<file path="src/rtl/pmic_cmd_pkg.sv">
package pmic_cmd_pkg;

    localparam int unsigned DATA_W = 32;

    // register offsets inside one channel slot
    localparam logic [5:0] OFS_ACC  = 6'h00;
    localparam logic [5:0] OFS_WDAT = 6'h04;
    localparam logic [5:0] OFS_RDAT = 6'h14;
    localparam logic [5:0] OFS_VCLR = 6'h24;
    localparam logic [5:0] OFS_STAT = 6'h28;

    typedef enum logic [2:0] {
        ST_IDLE      = 3'd0,
        ST_WAIT_GNT  = 3'd1,
        ST_ON_PORT   = 3'd2,
        ST_WAIT_VCLR = 3'd6
    } chan_st_e;

    typedef struct packed {
        logic [1:0]  kind;
        logic        wr;
        logic [3:0]  sid;
        logic [7:0]  bcnt;
        logic [15:0] raddr;
    } cmd_t;

    function automatic cmd_t decode_cmd(input logic [DATA_W-1:0] w);
        cmd_t c;
        c.kind  = w[31:30];
        c.wr    = w[29];
        c.sid   = w[27:24];
        c.bcnt  = w[23:16];
        c.raddr = w[15:0];
        return c;
    endfunction

    // keeps bytes 0..n of a little-endian data word
    function automatic logic [DATA_W-1:0] lane_mask(input logic [1:0] n);
        logic [DATA_W-1:0] m;
        for (int b = 0; b < DATA_W / 8; b++) begin
            m[b*8 +: 8] = (b <= int'(n)) ? 8'hFF : 8'h00;
        end
        return m;
    endfunction

endpackage

</file>
<file path="src/rtl/pmic_chan.sv">
module pmic_chan
    import pmic_cmd_pkg::*;
(
    input  logic              clk,
    input  logic              rst_n,
    input  logic              acc_wr,
    input  logic              wdat_wr,
    input  logic              vclr_wr,
    input  logic [DATA_W-1:0] bus_wdata,
    input  logic              grant,
    input  logic              done,
    input  logic [DATA_W-1:0] mst_rdata,
    output logic              pending,
    output logic              on_port,
    output cmd_t              cmd_o,
    output logic [DATA_W-1:0] wdat_o,
    output logic [DATA_W-1:0] rdat_o,
    output logic [DATA_W-1:0] stat_o
);

    typedef struct packed {
        chan_st_e          st;
        logic              err;
        cmd_t              cmd;
        logic [DATA_W-1:0] wdat;
        logic [DATA_W-1:0] rdat;
    } ch_regs_t;

    ch_regs_t ch_d, ch_q;

    always_comb begin
        ch_d = ch_q;
        unique case (ch_q.st)
            ST_IDLE: begin
                if (acc_wr) begin
                    ch_d.cmd = decode_cmd(bus_wdata);
                    ch_d.st  = ST_WAIT_GNT;
                end else if (wdat_wr) begin
                    ch_d.wdat = bus_wdata;
                end
            end
            ST_WAIT_GNT: begin
                if (grant) ch_d.st = ST_ON_PORT;
            end
            ST_ON_PORT: begin
                if (done) begin
                    if (ch_q.cmd.wr) begin
                        ch_d.st = ST_IDLE;
                    end else begin
                        ch_d.rdat = mst_rdata & lane_mask(ch_q.cmd.bcnt[1:0]);
                        ch_d.st   = ST_WAIT_VCLR;
                    end
                end
            end
            ST_WAIT_VCLR: ;
            default: ch_d.st = ST_IDLE;
        endcase
        if (acc_wr && ch_q.st != ST_IDLE) ch_d.err = 1'b1;
        if (vclr_wr && bus_wdata[0]) begin
            ch_d.err = 1'b0;
            if (ch_q.st == ST_WAIT_VCLR) ch_d.st = ST_IDLE;
        end
    end

    always_ff @(posedge clk) begin
        if (!rst_n) ch_q <= '0;
        else        ch_q <= ch_d;
    end

    assign pending = (ch_q.st == ST_WAIT_GNT);
    assign on_port = (ch_q.st == ST_ON_PORT);
    assign cmd_o   = ch_q.cmd;
    assign wdat_o  = ch_q.wdat;
    assign rdat_o  = ch_q.rdat;
    assign stat_o  = {{(DATA_W-4){1'b0}}, ch_q.st, ch_q.err};

    // a launch on a busy channel leaves the error flag set
    p_busy_launch_flags_r8: assert property (@(posedge clk) disable iff (!rst_n)
        acc_wr && ch_q.st != ST_IDLE |=> ch_q.err);

    // a parked read only leaves on valid-clear
    p_read_parks_r6: assert property (@(posedge clk) disable iff (!rst_n)
        ch_q.st == ST_WAIT_VCLR && !(vclr_wr && bus_wdata[0]) |=> ch_q.st == ST_WAIT_VCLR);

    // a finished write goes straight to idle
    p_write_skips_vclr_r7: assert property (@(posedge clk) disable iff (!rst_n)
        done && ch_q.st == ST_ON_PORT && ch_q.cmd.wr |=> ch_q.st == ST_IDLE);

    // write data frozen while busy
    p_wdat_frozen_r9: assert property (@(posedge clk) disable iff (!rst_n)
        ch_q.st != ST_IDLE |=> $stable(ch_q.wdat));

    // parked read data has clean upper lanes
    p_rdat_lanes_r5: assert property (@(posedge clk) disable iff (!rst_n)
        ch_q.st == ST_WAIT_VCLR |-> (ch_q.rdat & ~lane_mask(ch_q.cmd.bcnt[1:0])) == '0);

endmodule

</file>
<file path="src/rtl/pmic_rr_arb.sv">
module pmic_rr_arb #(
    parameter int NCH   = 4,
    parameter int IDX_W = (NCH > 1) ? $clog2(NCH) : 1
) (
    input  logic             clk,
    input  logic             rst_n,
    input  logic [NCH-1:0]   pend,
    input  logic             ack,
    output logic             busy,
    output logic [IDX_W-1:0] owner,
    output logic             new_gnt,
    output logic [IDX_W-1:0] new_idx
);

    typedef struct packed {
        logic             busy;
        logic [IDX_W-1:0] idx;
        logic [IDX_W-1:0] last;
    } arb_regs_t;

    arb_regs_t arb_d, arb_q;
    logic      found;

    always_comb begin
        found   = 1'b0;
        new_idx = '0;
        for (int k = 1; k <= NCH; k++) begin
            int c;
            c = int'(arb_q.last) + k;
            if (c >= NCH) c = c - NCH;
            if (!found && pend[c]) begin
                found   = 1'b1;
                new_idx = IDX_W'(c);
            end
        end

        arb_d   = arb_q;
        new_gnt = 1'b0;
        if (arb_q.busy) begin
            if (ack) begin
                arb_d.busy = 1'b0;
                arb_d.last = arb_q.idx;
            end
        end else if (found) begin
            arb_d.busy = 1'b1;
            arb_d.idx  = new_idx;
            new_gnt    = 1'b1;
        end
    end

    always_ff @(posedge clk) begin
        if (!rst_n) begin
            arb_q.busy <= 1'b0;
            arb_q.idx  <= '0;
            arb_q.last <= IDX_W'(NCH - 1);
        end else begin
            arb_q <= arb_d;
        end
    end

    assign busy  = arb_q.busy;
    assign owner = arb_q.idx;

    // grant is held until acknowledge
    p_grant_held_r11: assert property (@(posedge clk) disable iff (!rst_n)
        arb_q.busy && !ack |=> arb_q.busy && $stable(arb_q.idx));

    // a new grant always lands on a waiting channel
    p_grant_pending_r10: assert property (@(posedge clk) disable iff (!rst_n)
        new_gnt |-> pend[new_idx]);

endmodule

</file>
<file path="src/rtl/pmic_cmd_front.sv">
module pmic_cmd_front
    import pmic_cmd_pkg::*;
#(
    parameter int NCH       = 4,
    parameter int AW        = 12,
    parameter int BASE      = 'hC00,
    parameter int STRIDE_LG = 6
) (
    input  logic          clk,
    input  logic          rst_n,
    input  logic          bus_we,
    input  logic [AW-1:0] bus_addr,
    input  logic [31:0]   bus_wdata,
    output logic [31:0]   bus_rdata,
    output logic          mst_req,
    output logic [1:0]    mst_kind,
    output logic          mst_wr,
    output logic [3:0]    mst_sid,
    output logic [7:0]    mst_bcnt,
    output logic [15:0]   mst_raddr,
    output logic [31:0]   mst_wdata,
    input  logic          mst_ack,
    input  logic [31:0]   mst_rdata
);

    localparam int IDX_W  = (NCH > 1) ? $clog2(NCH) : 1;
    localparam int SLOT_W = AW - STRIDE_LG;
    localparam logic [AW-1:0]     BASE_V    = AW'(BASE);
    localparam logic [SLOT_W-1:0] BASE_SLOT = BASE_V[AW-1:STRIDE_LG];

    logic [SLOT_W-1:0]    slot;
    logic [STRIDE_LG-1:0] ofs;
    logic [NCH-1:0]       hit, pend, onport;
    logic [NCH-1:0]       acc_wr, wdat_wr, vclr_wr, grant, done;
    cmd_t                 cmd_a  [NCH];
    logic [31:0]          wdat_a [NCH];
    logic [31:0]          rdat_a [NCH];
    logic [31:0]          stat_a [NCH];
    logic                 busy, new_gnt;
    logic [IDX_W-1:0]     owner, new_idx;
    cmd_t                 sel_cmd;

    assign slot = bus_addr[AW-1:STRIDE_LG];
    assign ofs  = bus_addr[STRIDE_LG-1:0];

    for (genvar i = 0; i < NCH; i++) begin : g_ch
        assign hit[i]     = (slot == BASE_SLOT + SLOT_W'(i));
        assign acc_wr[i]  = bus_we && hit[i] && ofs == STRIDE_LG'(OFS_ACC);
        assign wdat_wr[i] = bus_we && hit[i] && ofs == STRIDE_LG'(OFS_WDAT);
        assign vclr_wr[i] = bus_we && hit[i] && ofs == STRIDE_LG'(OFS_VCLR);
        assign grant[i]   = new_gnt && new_idx == IDX_W'(i);
        assign done[i]    = mst_ack && busy && owner == IDX_W'(i);

        pmic_chan u_chan (
            .clk       (clk),
            .rst_n     (rst_n),
            .acc_wr    (acc_wr[i]),
            .wdat_wr   (wdat_wr[i]),
            .vclr_wr   (vclr_wr[i]),
            .bus_wdata (bus_wdata),
            .grant     (grant[i]),
            .done      (done[i]),
            .mst_rdata (mst_rdata),
            .pending   (pend[i]),
            .on_port   (onport[i]),
            .cmd_o     (cmd_a[i]),
            .wdat_o    (wdat_a[i]),
            .rdat_o    (rdat_a[i]),
            .stat_o    (stat_a[i])
        );
    end

    pmic_rr_arb #(.NCH(NCH), .IDX_W(IDX_W)) u_arb (
        .clk     (clk),
        .rst_n   (rst_n),
        .pend    (pend),
        .ack     (mst_ack),
        .busy    (busy),
        .owner   (owner),
        .new_gnt (new_gnt),
        .new_idx (new_idx)
    );

    always_comb begin
        bus_rdata = '0;
        for (int i = 0; i < NCH; i++) begin
            if (hit[i]) begin
                if (ofs == STRIDE_LG'(OFS_WDAT)) bus_rdata = wdat_a[i];
                if (ofs == STRIDE_LG'(OFS_RDAT)) bus_rdata = rdat_a[i];
                if (ofs == STRIDE_LG'(OFS_STAT)) bus_rdata = stat_a[i];
            end
        end
    end

    assign sel_cmd   = cmd_a[owner];
    assign mst_req   = busy;
    assign mst_kind  = sel_cmd.kind;
    assign mst_wr    = sel_cmd.wr;
    assign mst_sid   = sel_cmd.sid;
    assign mst_bcnt  = sel_cmd.bcnt;
    assign mst_raddr = sel_cmd.raddr;
    assign mst_wdata = wdat_a[owner] & lane_mask(sel_cmd.bcnt[1:0]);

    // never two channels on the master port
    p_single_on_port_r11: assert property (@(posedge clk) disable iff (!rst_n)
        $onehot0(onport));

    // request and fields stay put until acknowledged
    p_req_holds_r4: assert property (@(posedge clk) disable iff (!rst_n)
        mst_req && !mst_ack |=> mst_req &&
        $stable({mst_kind, mst_wr, mst_sid, mst_bcnt, mst_raddr, mst_wdata}));

    // request drops after acknowledge
    p_req_drops_r4: assert property (@(posedge clk) disable iff (!rst_n)
        mst_req && mst_ack |=> !mst_req);

endmodule

</file>
<file path="config.mk">
export PLATFORM = sky130hd
export DESIGN_NAME = pmic_cmd_front
export DESIGN_NICKNAME = d
export VERILOG_FILES = /design/src/rtl/pmic_cmd_pkg.sv /design/src/rtl/pmic_chan.sv /design/src/rtl/pmic_rr_arb.sv /design/src/rtl/pmic_cmd_front.sv
export SDC_FILE = /design/constraint.sdc
export NUM_CORES = 1
export LEC_CHECK = 0
export BUFFER_PORTS_ARGS = -buffer_cell sky130_fd_sc_hd__buf_2
export CAP_MARGIN = 20
export CORE_AREA = 2 2 224 171
export CTS_CLUSTER_DIAMETER = 150
export DETAILED_ROUTE_END_ITERATION = 12
export DIE_AREA = 0 0 226 173
export GPL_ROUTABILITY_DRIVEN = 0
export PLACE_DENSITY = 0.76
export SLEW_MARGIN = 0
export SYNTH_ARGS = -nofsm -noshare
export SYNTH_HDL_FRONTEND = slang
export SYNTH_SLANG_ARGS = --single-unit
</file>
<file path="constraint.sdc">
create_clock -name clk -period 1.9 [get_ports clk]
set_input_delay 0 -clock clk [delete_from_list [all_inputs] [get_ports clk]]
set_output_delay 0 -clock clk [all_outputs]
set_load 0.03 [all_outputs]
</file>
==> Word-level counts from Yosys, hierarchy flattened <==
Index checks and enable logic that the tools add are counted.
{ "totals": {"register_bits": 401, "in_bits": 80, "out_inout_bits": 96, "wordCells": 279} }
{ "classes": {"add_sub_neg": 8, "n_lt_le_gt_ge": 24, "n_eq_ne": 26, "n_mux": 98, "n_bitwise": 16, "reduce_logical": 68} }
{ "ops": {"columns": ["cell", "n"], "rows": [
  ["32-bit two-way mux", 22],
  ["32-bit bitwise AND", 5],
  ["32-bit by 4-bit greater-or-equal comparator with 1-bit output (second input constant)", 4],
  ["32-bit by 4-bit < comparator with 1-bit output (second input constant)", 4],
  ["32-bit by 4-bit subtractor with 32-bit output (second input constant)", 4],
  ["8-bit two-way mux", 15],
  ["32-bit binary-select mux with 2-bit select", 1],
  ["3-bit two-way mux", 21],
  ["31-bit binary-select mux with 2-bit select", 1],
  ["31-bit two-way mux", 2],
  ["3-bit one-hot mux with 4 select lines", 4],
  ["6-bit == test (second input constant)", 6],
  ["1-bit logical AND", 36],
  ["3-bit AND reduction", 8],
  ["2-bit <= comparator (first input constant)", 10],
  ["1-bit two-way mux", 20],
  ["4-bit two-way mux", 4],
  ["3-bit by 1-bit == test with 1-bit output (second input constant)", 4],
  ["3-bit by 2-bit == test with 1-bit output (second input constant)", 4],
  ["3-bit == test (second input constant)", 4],
  ["3-bit zero test", 4],
  ["2-bit AND reduction", 6],
  ["3-bit nonzero test", 4],
  ["1-bit by 2-bit <= comparator with 1-bit output (first input constant)", 5],
  ["other kinds (16)", 42]
]} }

==> Longest topological paths before layout <==
Gate-level depths: netlist of run 1.
{ "depth": {"ltp_word": 23, "depth_mapped": 8, "mapped_depth_nobuf": 5} }

==> Modules after synthesis <==
Synthesis of run 1 repeated with hierarchy kept, for this count alone.
{ "unflattened": {"cells_unflattened": 2377, "hier_area_um2": 20895.0} }
{ "modules_own_cells": {"columns": ["module", "instances", "cells_each", "area_per_inst_um2", "seq_area_each_um2"], "rows": [
  ["pmic_chan", 4, 440, 3951.3, 1981.9],
  ["pmic_cmd_front", 1, 580, 4815.9, 0.0],
  ["pmic_rr_arb", 1, 37, 274.0, 100.1]
]} }

==> Worst setup path before layout of run 1 <==
No wires, ideal clock.
{ "synth_path": {"path_type": "register to register", "start": "register u_arb.busy (netlist name)", "end": "register g_ch[1].u_chan.ch_q (netlist bit g_ch[1].u_chan.rdat_o[3])", "setup_time_ns": 0.116, "arrival_time_ns": 1.967, "required_time_ns": 1.784, "setup_slack_ns": -0.183, "path_stages_with_launch": 8, "path_buffers": 2, "synth_period_minus_slack_ns": 2.083, "path_cell_list": "dfxtp_1 -> nand2_1 -> or4b_4 -> or3_1 -> buf_2 -> buf_2 -> nand2_1 -> a21boi_1"} }
{ "synth_via": {"elab_chain_len": 3} }
{ "synth_rtl": {"columns": ["item", "line", "rtl"], "rows": [
  ["1-bit logical AND (2 in series)", "pmic_cmd_front.sv:52", "assign done[i] = mst_ack && busy && owner == IDX_W'(i);"],
  ["3-bit AND reduction (no line)", null, null],
  ["to (signal assigned)", "pmic_chan.sv:67", "else ch_q <= ch_d;"],
  ["to (decl)", "pmic_chan.sv:29", "ch_regs_t ch_d, ch_q;"]
]} }
Every way passes these cells.
A chain may end at the register's enable or synchronous reset.

==> Final worst setup path of run 1 <==
{ "layout_path": {"start": "register u_arb.arb_q (netlist bit u_arb.owner[1])", "end": "output mst_wdata[9]"} }
{ "layout_via": {"elab_chain_len": 7, "word_cells_on_any_way": 10} }
{ "layout_rtl": {"columns": ["item", "line", "rtl"], "rows": [
  ["from (decl)", "pmic_rr_arb.sv:21", "arb_regs_t arb_d, arb_q;"],
  ["from (signal assigned)", "pmic_rr_arb.sv:57", "arb_q <= arb_d;"],
  ["2-bit NOT with 3-bit output (implied by the code) (*)", "pmic_cmd_front.sv:95, pmic_cmd_front.sv:102", null],
  ["31-bit binary-select mux with 2-bit select", "pmic_cmd_front.sv:95", "assign sel_cmd = cmd_a[owner];"],
  ["31-bit two-way mux (implied by the code) (2 in series)", "pmic_cmd_front.sv:95", null],
  ["1-bit by 2-bit <= comparator with 1-bit output", "pmic_cmd_pkg.sv:41", "m[b*8 +: 8] = (b <= int'(n)) ? 8'hFF : 8'h00;"],
  ["8-bit two-way mux", "pmic_cmd_pkg.sv:41", null],
  ["32-bit bitwise AND (*)", "pmic_cmd_front.sv:102", "assign mst_wdata = wdat_a[owner] & lane_mask(sel_cmd.bcnt[1:0]);"],
  ["to (decl)", "pmic_cmd_front.sv:21", "output logic [31:0] mst_wdata,"]
]} }
Mark *: on every way between the ends. The rest lies on a longest branch, timed or not. The select of a mux whose other input is x is not followed.

==> impl_results.md, run 1 <==
- Worst r2r src: u_arb.owner[1]
- Final hold vios: 0
- Setup crit start: u_arb.owner[1]
- Clock latency on the worst-skew pair: 560 ps
- Die Span Y: 173 um
- GRT overflow: 0
- Largest net degree at the start of global routing: 119
- Site Rows: between 60 and 70
- Critical Path End Type: output port
- Detail Placement HPWL: 41800 um
- Area of the mapped netlist: 19700 um^2
- Area Growth Syn to Fin: 26.8%
- Crit Path Max Fanout: 8
- CTS H-tree depth: 2
- Synth Warn #: 0
- Global-route wire length before repair: 105000 um
- Initial Utilization: 0.538
- Placed cell area: 21500 um^2
- Root Driver: clkbuf_16
- Initial antenna violation count: 0
- Post-synth top area cell: dfxtp_1
- Post-synthesis average cell area: ~8.6 um^2
- Vias in the first global route: between 15000 and 20000
- Yosys reg bits: between 400 and 500
- Sequential area share after synthesis: 0.407
- Static Leak: 8.97 nW
- Critical path's largest stage delay: 650 ps
- Avg WL per Cell: between 20 and 25 um
- Worst Setup EP: mst_wdata[9]
- Total power: 17.7 mW
- Final Instance Area: 25000 um^2
- Synth unique cells: 54
- Clock skew: 22.0 ps
- DRC viols: 0
- Vias: 19100
- Setup ws final: -347 ps
- Syn Inst Count: 2298
- Post-synth EDFFs: 0
- FILL cells: 2744
- TritonCTS clock tree: yes
- Chip width: 226 um
- Syn Nets: 2378
- Ranking of synthesized cells by area: dfxtp_1, a21boi_1, nand2_1, mux4_2, mux2i_1
- Final Util: 0.682
- Placeable Area: about 37000 um^2
- Crit path required time: 1900 ps
- R2r setup slk: -260 ps
- Pwr dens: 706 nW/um^2
- RSZ-0062 raised after global routing: yes
- Clock sinks: 401
- Kind of critical path: reg2out
- R2R Path End: g_ch[1].u_chan.rdat_o[31]
- Placed instance count: 2842
- Fraction of layout cells with a size suffix above 1: 0.215
- Slew margin rel.: 0.504
- Slew @ Worst Pin: roughly 740 ps
- Diode count: 0
- Final cell count without fillers: 3030
- Fin crit share: 1.18
- Vias per cell: 6.29
- Status: finished with violations
- Setup violators final: 194
- Failing checks: negative setup slack
- Hold Crit Class: in2reg
- Port Buf Inserts: 175
- DP Worst Slack: -2.23 ps
- Reg2Reg Depth: 7
- Ys async rst share: 0
- Post-route ant nets: 0
- Drt pass-1 iters: 6
- Final WL: 71800 um
- CP arrival: about 2300 ps
- Worst IR drop on VDD: 579 uV
- Final min period: 2250 ps
- Pins Over Slew Limit: 0
- Clk pin slew, worst setup/hold paths: 60 ps
- # IOs: 176
- DIE AREA: 39100 um^2
- Num CTS Buffers: 40
- Total of max-cap violations: 0
- Critical path launch point type: flop
- Fmax: 445 MHz
- Number of nets in the layout: 2576
- Crit-path cells: buf_12 -> mux4_2 -> nor2_4 -> buf_8 -> nor2b_1 -> buf_4
- Share of the synthesized area in the top cell type: 0.407
- Longest Clk Path Bufs: 3
- 1st-iter DRT viols: 2479
- Slowest CP cell: mux4_2
- Top FF cell, synth: dfxtp_1
- Total track usage: 0.342
cell usage after synthesis (all sizes together) (5+ instances only):
cell type	count
mux2i	130
or3	8
and2	9
dfxtp	401
mux4	67
nand3	107
inv	9
a22oi	28
nand2	684
clkbuf	124
buf	111
or2	8
nor3	17
and3	10
nand2b	5
a211oi	5
a21boi	381
nor2b	9
o21ai	60
nor2	17
nand4	36
o22ai	13
a21oi	19
nor4	9
per-layer routing:
layer / routed length, um / GRT usage
met5: 0 / 0
met2: 32200 / 0.533
met1: 27500 / 0.459
met4: 3360 / 0.141
met3: 8810 / 0.0739
worst max-delay path, delay by kind of cell (launching register included):
kind / cells / cell delay [ps]
buf+inv: 3 / 430
flops: 1 / 380
mux: 1 / 650
simple gates: 2 / 230
flip-flops by register name (all words and copies together) (netlist names):
| name | count |
|---|---|
| g_ch.u_chan.cmd_o | 124 |
| g_ch.u_chan.wdat_o | 128 |
| g_ch.u_chan.rdat_o | 128 |
| u_arb.busy | 1 |
| g_ch.u_chan.stat_o | 16 |
| u_arb.owner | 2 |
| u_arb.arb_q | 2 |
cells by family (layout without fill, tap and decap cells):
logic type      Yosys count  after routing  share of synthesized area
mux                     197            197                      0.142
compound gates          519            519                      0.188
simple gates            937            937                      0.209
flops                   401            401                      0.407
buf+inv                 244            472                     0.0539
layout by cell type, fill, tap and decap left out, types with 15 or more instances in the layout:
cell type	count
nand4_1	36
a21boi_1	372
buf_6	68
buf_12	43
o21ai_0	39
a22oi_1	28
dfxtp_1	392
mux4_2	67
buf_2	109
dlygate4sd3_1	65
nand2_1	670
mux2i_1	130
o21ai_1	20
buf_4	83
nand3_1	104
a21oi_1	15
clkbuf_16	51
cell type report:
type / count / area, um^2 / area share
clock inverter: 10 / 161 / 0.00645
inverter: 9 / 33.8 / 0.00135
clock buffer: 62 / 1190 / 0.0478
multi-input combinational: 1653 / 10900 / 0.437
timing repair buffer: 391 / 4010 / 0.160
tap: 504 / 631 / 0.0252
sequential: 401 / 8050 / 0.322
metrics by stage:
stage / hold slack [ps] / TNS, ps
floorplan: 135 / 0
global placement: 286 / 0
detailed placement: 291 / -2.23
CTS: 34.5 / -17970
global route: 77.0 / -35400
finish: 27.2 / -26680
how the worst min path moves through the flow:
stage | start | endpoint | slack [ps] | depth (start not counted)
5_1_grt | rst_n | u_arb.arb_q[1] | 80 | 2
3_3_place_gp | mst_rdata[6] | g_ch[2].u_chan.rdat_o[6] | 290 | 3
6_report | rst_n | u_arb.arb_q[1] | 30 | 2
2_1_floorplan | mst_rdata[0] | g_ch[0].u_chan.rdat_o[0] | 130 | 2
3_5_place_dp | mst_rdata[6] | g_ch[1].u_chan.rdat_o[6] | 290 | 3
4_1_cts | rst_n | u_arb.arb_q[1] | 30 | 2
power breakdown:
group | total (mW) | internal, mW | switching (mW)
combinational | 0.946 | 0.402 | 0.544
sequential | 8.40 | 8.40 | 0.000553
clock | 8.32 | 4.88 | 3.44
what timing repair did:
item | CTS | global route
hold buffers | 65 | 0
endpoints found under the setup margin | 69 | 337
setup buffers | 13 | 18
cloned | 9 | 14
resized for setup | 117 | 137
hold endpoints to repair | 382 | 0
pin swaps | 25 | 30
Note: power is estimated with default switching activity, not from simulation.
==> run 2, diff against run 1 <==
Settings changed: CTS_CLUSTER_DIAMETER 150 to 120.
Clock period 1.9 ns to 1.8 ns, I/O delays scaled along.
==> impl_results.md, run 2 (synthesized netlist as in run 1, its figures left out) <==
- Slowest CP cell: mux4_2
- Drt pass-1 iters: 5 (-1)
- Clock latency on the worst-skew pair: 560 ps (about the same)
- Worst r2r src: u_arb.owner[1]
- Port Buf Inserts: 175 (unchanged)
- Setup ws final: -404 ps (-57.1 ps)
- Die Span Y: 173 um (unchanged)
- Worst Setup EP: mst_wdata[29]
- CP Depth: 5 (-1)
- Crit Path Max Fanout: 7 (-1)
- Initial Utilization: 0.538 (unchanged)
- # IOs: 176 (unchanged)
- Worst IR drop on VDD: 572 uV (-1.2%)
- Hold Crit Class: in2reg
- Failing checks: negative setup slack
- Reg2Reg Depth: 9 (+2)
- CP top delay family: multiplexers
- GRT overflow: 0 (unchanged)
- Critical path launch point type: flop
- Chip width: 226 um (unchanged)
- RSZ-0062 raised after global routing: yes
- Final WL: 73400 um (+2.1%)
- Clk pin slew, worst setup/hold paths: 70 ps (about the same)
- CP dominant cell by count: buf_4
- Commonest non-fill, non-tap cell in the layout: nand2_1
- Status: finished with violations
- Largest net degree at the start of global routing: 108 (-9.2%)
- Number of nets in the layout: 2601 (+0.97%)
- Final Instance Area: 25100 um^2 (+0.49%)
- CP arrival: 2200 ps (-50 ps)
- Critical Path End Type: output port
- Crit path required time: 1800 ps (-100 ps)
- Global-route wire length before repair: 106000 um (+1.8%)
- Fin crit share: 1.22
- DIE AREA: 39100 um^2 (unchanged)
- TritonCTS clock tree: yes
- Final TNS setup: -57090 ps (-30410 ps)
- Final min period: about 2200 ps
- Vias per cell: 6.32 (+0.43%)
- Avg WL per Cell: 24.0 um (+1.4%)
- 1st-iter DRT viols: 2484 (+0.20%)
- Clock sinks: 401 (unchanged)
- Num CTS Buffers: 40 (unchanged)
- DRC viols: 0 (unchanged)
- Detail Placement HPWL: 42700 um (+2.1%)
- Crit-path cells: buf_12 -> mux4_2 -> buf_4 -> and3_1 -> buf_4
- Static Leak: 9.10 nW (+1.5%)
- Area Growth Syn to Fin: 27.4%
- Pwr dens: 727 nW/um^2 (+3.0%)
- Vias in the first global route: 18600 (+1.4%)
- Worst Hold Margin: 102 ps (+74.8 ps)
- Final hold vios: 0 (unchanged)
- Vias: 19300 (+1.2%)
- R2R Path End: g_ch[0].u_chan.rdat_o[27]
- Initial antenna violation count: 1 (+1)
- Slew margin rel.: 0.548 (+0.0441)
- Setup violators final: 214 (+10%)
- Post-route ant nets: 0 (unchanged)
- Kind of critical path: reg2out
- Total track usage: 0.349 (+0.00762)
- Total of max-cap violations: 0 (unchanged)
- Setup crit start: u_arb.owner[1]
- CP Buf/Inv Count: 3 (unchanged)
- Longest Clk Path Bufs: 3 (unchanged)
- Root Driver: clkbuf_16
- R2r setup slk: -370 ps (-110 ps)
- CTS H-tree depth: 2 (unchanged)
- Fraction of layout cells with a size suffix above 1: 0.221 (+0.00656)
- DP Worst Slack: -99.1 ps (-96.9 ps)
- Commonest cells after routing, fill and taps aside: nand2_1, dfxtp_1, a21boi_1
- Final Util: 0.685 (+0.00331)
- Placeable Area: 36700 um^2 (unchanged)
- Critical path's largest stage delay: 620 ps (-30 ps)
- Slew @ Worst Pin: 678 ps (-66.1 ps)
- Placed cell area: 21700 um^2 (+1.2%)
- Clock skew: 16.3 ps (-5.70 ps)
- Site Rows: 61 (unchanged)
- Fmax: 454 MHz
- Pins Over Slew Limit: 0 (unchanged)
run 2: changes by cell type in the layout (fill, tap and decap cells not counted), sizes merged:
cell and change:
buf +24, clkbuf -7, clkinv +3, bufbuf +2
bufinv -2, diode +2
run 2: layer usage:
metal,track usage,share of wire
met2,0.550,0.45
met3,0.0647,0.13
met5,0.00248,0
met4,0.156,0.046
met1,0.467,0.37
run 2: metrics by stage:
stage	total power, mW	cells
4_1_cts	18.2	3024
2_1_floorplan	9.59	2298
6_report	18.3	3052
3_5_place_dp	9.95	2864
5_1_grt	18.7	3052
3_3_place_gp	9.93	2864
run 2: worst reg2reg max path: cells and delay by family, from the launching register on:
family	cells	cell delay [ps]
buffers and inverters	5	800
AND/OR/NAND/NOR	3	780
flip-flops	1	360
AO/OA/AOI/OAI	1	160
run 2: where the power goes:
part | internal (mW) | switching, mW
Clock | 4.74 | 3.63
Combinational | 0.450 | 0.587
Sequential | 8.86 | 0.000602
run 2: how the worst min path moves through the flow:
stage                                          end  slack (ps)          from  cells past startpoint
after floorplan           g_ch[0].u_chan.rdat_o[0]         130  mst_rdata[0]                      2
after global placement    g_ch[3].u_chan.rdat_o[5]         280  mst_rdata[5]                      3
after detailed placement  g_ch[1].u_chan.rdat_o[6]         290  mst_rdata[6]                      3
after CTS                 g_ch[2].u_chan.stat_o[0]          90        bus_we                      4
after global routing      g_ch[1].u_chan.stat_o[0]         110        bus_we                      4
final                     g_ch[1].u_chan.stat_o[0]         100  bus_addr[11]                      5
run 2: timing repair:
action,CTS,global route
resized for setup,155,72
endpoints found under the setup margin,183,424
hold endpoints to repair,383,0
gates cloned,7,11
buffers inserted,21,15
pin swaps,11,40
hold buffers,65,0
run 2: layout make-up:
cell class / count / area (um^2)
Antenna cell: 2 / 5.00
Clock buffer: 56 / 1150
Clock inverter: 11 / 113
Fill cell: 2707 / 11600
Inverter: 9 / 33.8
Multi-Input combinational cell: 1653 / 11000
Sequential cell: 401 / 8060
Tap cell: 504 / 631
Timing Repair Buffer: 416 / 4200
